**config.mk**
```make
export PLATFORM = sky130hd
export DESIGN_NAME = mon_handshake
export DESIGN_NICKNAME = d
export VERILOG_FILES = /design/src/rtl/mon_hs_pkg.sv /design/src/rtl/mon_tx_buf.sv /design/src/rtl/mon_tx_fsm.sv /design/src/rtl/mon_rx_fsm.sv /design/src/rtl/mon_handshake.sv
export SDC_FILE = /design/constraint.sdc
export NUM_CORES = 1
export LEC_CHECK = 0
export BUFFER_PORTS_ARGS = -buffer_cell sky130_fd_sc_hd__buf_2
export CAP_MARGIN = 20
export CORE_UTILIZATION = 57
export CTS_CLUSTER_SIZE = 20
export DETAILED_ROUTE_END_ITERATION = 8
export GPL_TIMING_DRIVEN = 0
export PLACE_DENSITY = 0.86
export SETUP_SLACK_MARGIN = 0.2
export SLEW_MARGIN = 10
export SYNTH_ARGS = -nofsm -noshare
export SYNTH_HDL_FRONTEND = slang
export SYNTH_HIERARCHICAL = 1
export SYNTH_SLANG_ARGS = --single-unit
```
**constraint.sdc**
```tcl
create_clock -name clk -period 2.6 [get_ports clk]
set_input_delay 0.65 -clock clk [delete_from_list [all_inputs] [get_ports clk]]
set_output_delay 0.65 -clock clk [all_outputs]
set_load 0.005 [all_outputs]
```
**src/rtl/mon_hs_pkg.sv**
```systemverilog
package mon_hs_pkg;
  typedef enum logic {
    TX_WAIT = 1'b0,
    TX_SEND = 1'b1
  } tx_state_e;
endpackage

```
**src/rtl/mon_tx_buf.sv**
```systemverilog
// One-entry holding register between the stream input and the sender.
module mon_tx_buf #(
  parameter int DATA_W = 8
) (
  input  logic              clk,
  input  logic              rst_n,
  input  logic              s_valid,
  input  logic [DATA_W-1:0] s_data,
  input  logic              s_last,
  output logic              s_ready,
  input  logic              pop,
  output logic              buf_valid,
  output logic [DATA_W-1:0] buf_data,
  output logic              buf_last
);
  logic              full_q;
  logic [DATA_W-1:0] data_q;
  logic              last_q;

  always_ff @(posedge clk) begin
    if (!rst_n) begin
      full_q <= 1'b0;
      data_q <= '0;
      last_q <= 1'b0;
    end else if (s_valid && !full_q) begin
      full_q <= 1'b1;
      data_q <= s_data;
      last_q <= s_last;
    end else if (pop) begin
      full_q <= 1'b0;
    end
  end

  assign s_ready   = !full_q;
  assign buf_valid = full_q;
  assign buf_data  = data_q;
  assign buf_last  = last_q;
endmodule

```
**src/rtl/mon_tx_fsm.sv**
```systemverilog
// Sender: holds a byte with E active until A is seen, then inserts gap frames.
module mon_tx_fsm
  import mon_hs_pkg::*;
#(
  parameter int DATA_W     = 8,
  parameter int EOM_FRAMES = 2
) (
  input  logic              clk,
  input  logic              rst_n,
  input  logic              frame_stb,
  input  logic              rx_a_n,
  input  logic              buf_valid,
  input  logic [DATA_W-1:0] buf_data,
  input  logic              buf_last,
  output logic              pop,
  output logic [DATA_W-1:0] tx_mon,
  output logic              tx_e_n
);
  localparam int GW = $clog2(EOM_FRAMES + 1);
  localparam logic [GW-1:0] END_GAP = GW'(EOM_FRAMES - 1);

  tx_state_e   state_q;
  logic [GW-1:0] gap_left_q;
  logic        cur_last_q;

  assign pop = frame_stb && (state_q == TX_WAIT) && (gap_left_q == '0)
               && rx_a_n && buf_valid;

  always_ff @(posedge clk) begin
    if (!rst_n) begin
      state_q    <= TX_WAIT;
      gap_left_q <= '0;
      cur_last_q <= 1'b0;
      tx_mon     <= '1;
      tx_e_n     <= 1'b1;
    end else if (frame_stb) begin
      case (state_q)
        TX_WAIT: begin
          if (gap_left_q != '0) begin
            gap_left_q <= gap_left_q - 1'b1;
          end else if (pop) begin
            state_q    <= TX_SEND;
            tx_mon     <= buf_data;
            tx_e_n     <= 1'b0;
            cur_last_q <= buf_last;
          end
        end
        TX_SEND: begin
          if (!rx_a_n) begin
            state_q    <= TX_WAIT;
            tx_mon     <= '1;
            tx_e_n     <= 1'b1;
            gap_left_q <= cur_last_q ? END_GAP : '0;
          end
        end
        default: state_q <= TX_WAIT;
      endcase
    end
  end
endmodule

```
**src/rtl/mon_rx_fsm.sv**
```systemverilog
// Receiver: double-frame validation, acknowledge, end-of-message detection.
module mon_rx_fsm #(
  parameter int DATA_W     = 8,
  parameter int EOM_FRAMES = 2
) (
  input  logic              clk,
  input  logic              rst_n,
  input  logic              frame_stb,
  input  logic [DATA_W-1:0] rx_mon,
  input  logic              rx_e_n,
  output logic              m_valid,
  output logic [DATA_W-1:0] m_data,
  output logic              m_eom,
  output logic              tx_a_n
);
  localparam int GW = $clog2(EOM_FRAMES + 1);
  localparam logic [GW-1:0] IDLE_MAX = GW'(EOM_FRAMES - 1);

  logic              prev_e_q;
  logic [DATA_W-1:0] prev_mon_q;
  logic              armed_q;
  logic              in_msg_q;
  logic [GW-1:0]     idle_cnt_q;
  logic              e_act;
  logic              match;

  assign e_act = !rx_e_n;
  assign match = e_act && prev_e_q && (rx_mon == prev_mon_q);

  always_ff @(posedge clk) begin
    if (!rst_n) begin
      prev_e_q   <= 1'b0;
      prev_mon_q <= '1;
      armed_q    <= 1'b1;
      in_msg_q   <= 1'b0;
      idle_cnt_q <= '0;
      tx_a_n     <= 1'b1;
      m_valid    <= 1'b0;
      m_data     <= '0;
      m_eom      <= 1'b0;
    end else begin
      m_valid <= 1'b0;
      m_eom   <= 1'b0;
      if (frame_stb) begin
        prev_e_q   <= e_act;
        prev_mon_q <= rx_mon;
        if (e_act) begin
          idle_cnt_q <= '0;
          if (match && armed_q) begin
            m_valid  <= 1'b1;
            m_data   <= rx_mon;
            tx_a_n   <= 1'b0;
            armed_q  <= 1'b0;
            in_msg_q <= 1'b1;
          end
        end else begin
          tx_a_n  <= 1'b1;
          armed_q <= 1'b1;
          if (idle_cnt_q != IDLE_MAX) begin
            idle_cnt_q <= idle_cnt_q + 1'b1;
          end
          if ((idle_cnt_q == IDLE_MAX) && in_msg_q) begin
            m_eom    <= 1'b1;
            in_msg_q <= 1'b0;
          end
        end
      end
    end
  end
endmodule

```
**src/rtl/mon_handshake.sv**
```systemverilog
module mon_handshake #(
  parameter int DATA_W     = 8,
  parameter int EOM_FRAMES = 2
) (
  input  logic              clk,
  input  logic              rst_n,
  input  logic              frame_stb,
  input  logic [DATA_W-1:0] rx_mon,
  input  logic              rx_e_n,
  input  logic              rx_a_n,
  output logic [DATA_W-1:0] tx_mon,
  output logic              tx_e_n,
  output logic              tx_a_n,
  input  logic              s_valid,
  input  logic [DATA_W-1:0] s_data,
  input  logic              s_last,
  output logic              s_ready,
  output logic              m_valid,
  output logic [DATA_W-1:0] m_data,
  output logic              m_eom
);
  logic              pop;
  logic              buf_valid;
  logic [DATA_W-1:0] buf_data;
  logic              buf_last;

  mon_tx_buf #(.DATA_W(DATA_W)) u_buf (
    .clk(clk), .rst_n(rst_n),
    .s_valid(s_valid), .s_data(s_data), .s_last(s_last), .s_ready(s_ready),
    .pop(pop), .buf_valid(buf_valid), .buf_data(buf_data), .buf_last(buf_last)
  );

  mon_tx_fsm #(.DATA_W(DATA_W), .EOM_FRAMES(EOM_FRAMES)) u_tx (
    .clk(clk), .rst_n(rst_n), .frame_stb(frame_stb), .rx_a_n(rx_a_n),
    .buf_valid(buf_valid), .buf_data(buf_data), .buf_last(buf_last),
    .pop(pop), .tx_mon(tx_mon), .tx_e_n(tx_e_n)
  );

  mon_rx_fsm #(.DATA_W(DATA_W), .EOM_FRAMES(EOM_FRAMES)) u_rx (
    .clk(clk), .rst_n(rst_n), .frame_stb(frame_stb),
    .rx_mon(rx_mon), .rx_e_n(rx_e_n),
    .m_valid(m_valid), .m_data(m_data), .m_eom(m_eom), .tx_a_n(tx_a_n)
  );
endmodule

```
==> out/qor.txt <==
hold endpoint: u_rx/m_eom
1st-iter DRT viols: 50
Worst Setup End Kind: flop
area delta synth->final: 16.9%
largest net degree at the start of global routing: 15
main flop type after synthesis: dfxtp_1
#FFs+latches synth: 46
r2r setup slk: 1040 ps
Yosys top cell area share: 0.471
FF-to-FF Start: u_tx/gap_left_q[0]
clock buffer depth: 2
Final setup viols: 0
Starting Density: 0.619
post-synthesis async set-or-reset flop share: 0
slew at the pin with the worst max-slew slack: 501 ps
Startpoint Class: input port
commonest non-fill, non-tap cells in the layout: nand2_1, dfxtp_1, buf_2, mux2i_1
Required @ worst endpoint: 2880 ps
synth top area cells: dfxtp_1, mux2i_1, nand2_1, o22a_1, nand2b_1
total gr overflow: 0
R2R Path End: u_tx/tx_mon[2]
CTS Sinks: 46
TritonCTS clock tree: built
Synth Instances: 202
vias per cell: 5.31
setup TNS: 0 ps
Reg clk slew, reported paths: 130 ps
final hold slack: 434 ps
P per Cell Area: 561 nW/um^2
status: completed
Period minus WS final: 1720 ps
port buffer count: 43
Root Driver: clkbuf_4
slew margin rel.: 0.666
DRC: 0
Leak: 0.000962 uW
WS Path Type: in2reg
peak supply drop: 273 uV
H-tree levels: 2
RSZ-0062 raised after global routing: no
maximum clock rate: 580 MHz
# Post-CTS Setup Buffers: 0
die area: 3660 um^2
hold crit path type: reg2reg
CTS buffer count: 5
I/O Pins: 44
leading area contributor after synthesis: dfxtp_1
MaxCap Viol Count: 0
die width: 60.5 um
drt first pass iters: 4
Rows: 20
Total Nets Final: 277
Vias: 1576
post-route ant nets: 0
worst-path fanout max: 14
syn_area_per_cell: 9.67 um^2
hold path depth: 2
Final HPWL DP: 2750 um
commonest non-fill, non-tap cell in the layout: nand2_1
met3 usage: 0.0725
GRT met1 Usage: 0.279
post-synthesis sequential area ratio: 0.471
distinct cell type count after synthesis: 41
clock latency on the worst-skew pair: 350 ps
final max-slew violation count: 0
worst hold start: u_rx/in_msg_q
met2 GRT Util: 0.383
first-pass GRT wire length: 6180 um
WP data arrival: 2010 ps
hold_buf cts: 0
Ant. Diodes: 0
Final period util: 0.663
final wirelength: 3810 um
synth warn: 6
syn_nets: 227
CTS resizes: 0
All-Layer GR Usage: 0.230
placer congestion estimate: 0.799
gr busiest metal: met2
Worst R2R Path Depth: 6
antenna violations before repair: 0
die span in y: 60.5 um
Post-synth EDFFs: 0
Final Skew: 8.70 ps
WL/cell: 12.8 um
layout cells sized above 1: 0.253
vias in the first global route: 1467
CORE AREA: 3150 um^2
Hold Vio Cnt, Final: 0
synthesized cell area: 1950 um^2
## synthesized netlist by cell type, drive strengths merged (2+ instances only)
| cell type | number |
|---|---|
| a21oi | 4 |
| a31oi | 2 |
| and2 | 2 |
| buf | 6 |
| clkbuf | 4 |
| dfxtp | 46 |
| ha | 2 |
| inv | 8 |
| mux2i | 27 |
| nand2 | 49 |
| nand2b | 8 |
| nand3 | 4 |
| nand4 | 2 |
| nor2 | 3 |
| nor2b | 4 |
| o21a | 2 |
| o21ai | 3 |
| o22a | 8 |
| xnor2 | 4 |
## worst max path at each step
stage / slack, ps / end / from
after floorplan: 880 / u_rx/m_data[0] / rx_e_n
after global placement: 580 / u_rx/m_data[4] / frame_stb
after detailed placement: 520 / u_rx/m_data[4] / frame_stb
after CTS: 890 / u_rx/m_data[4] / frame_stb
after global routing: 770 / u_rx/m_data[3] / frame_stb
final: 880 / u_rx/m_data[4] / frame_stb
## final cells by class
class / count / area, um^2
inverters: 8 / 30.0
clock buffers: 7 / 55.1
flip-flops and latches: 46 / 921
clock inverters: 1 / 5.00
fillers: 259 / 870
multi-input cells: 138 / 926
plain buffers: 10 / 76.3
well taps: 44 / 55.1
repair buffers: 43 / 215
## flip-flops by register name, summed over array words and instances (netlist names), 2 cells and up
signal           flops
u_buf/buf_data       8
u_rx/m_data          8
u_rx/prev_mon_q      8
u_tx/tx_mon          8
u_rx/idle_cnt_q      2
u_tx/gap_left_q      2
## metrics by stage
step           cell area [um^2]  std cells  setup slack, ps  total power, uW  utilization
4_1_cts                    2280        297              895             1290        0.724
3_5_place_dp               2220        289              516              950        0.705
2_1_floorplan              1950        202              877              886            -
5_1_grt                    2280        297              774             1340        0.724
3_3_place_gp               2220        289              577              941        0.705
6_report                   2280        297              876             1280        0.724
## logic make-up after synthesis
logic type | count (synthesis) | synth area share
AOI/OAI and AO/OA | 27 | 0.111
xor gates and xnor gates | 5 | 0.0224
adders and majority gates | 2 | 0.0128
buffers and inverters | 18 | 0.0545
DFF | 46 | 0.471
muxes | 27 | 0.138
and+or+nand+nor | 77 | 0.189
## where the power goes
| part | internal, uW | leakage [uW] | switching, uW | total (uW) |
|---|---|---|---|---|
| clock | 131 | 0.0000353 | 215 | 346 |
| sequential | 739 | 0.000376 | 20.0 | 759 |
| combinational | 83.4 | 0.000551 | 93.0 | 176 |
## per-layer routing
| layer | vias up | share of wire |
|---|---|---|
| li1 | 787 | - |
| met1 | 755 | 0.46 |
| met2 | 29 | 0.50 |
| met3 | 5 | 0.035 |
| met4 | 0 | 0.011 |
| met5 | - | 0 |
## critical path: stages
cell,delay [ps]
buf_2,230
nand2b_1,120
a211o_1,320
nor4_2,230
buf_4,250
mux2i_1,210
No activity file was read; power rests on OpenSTA's default activity.
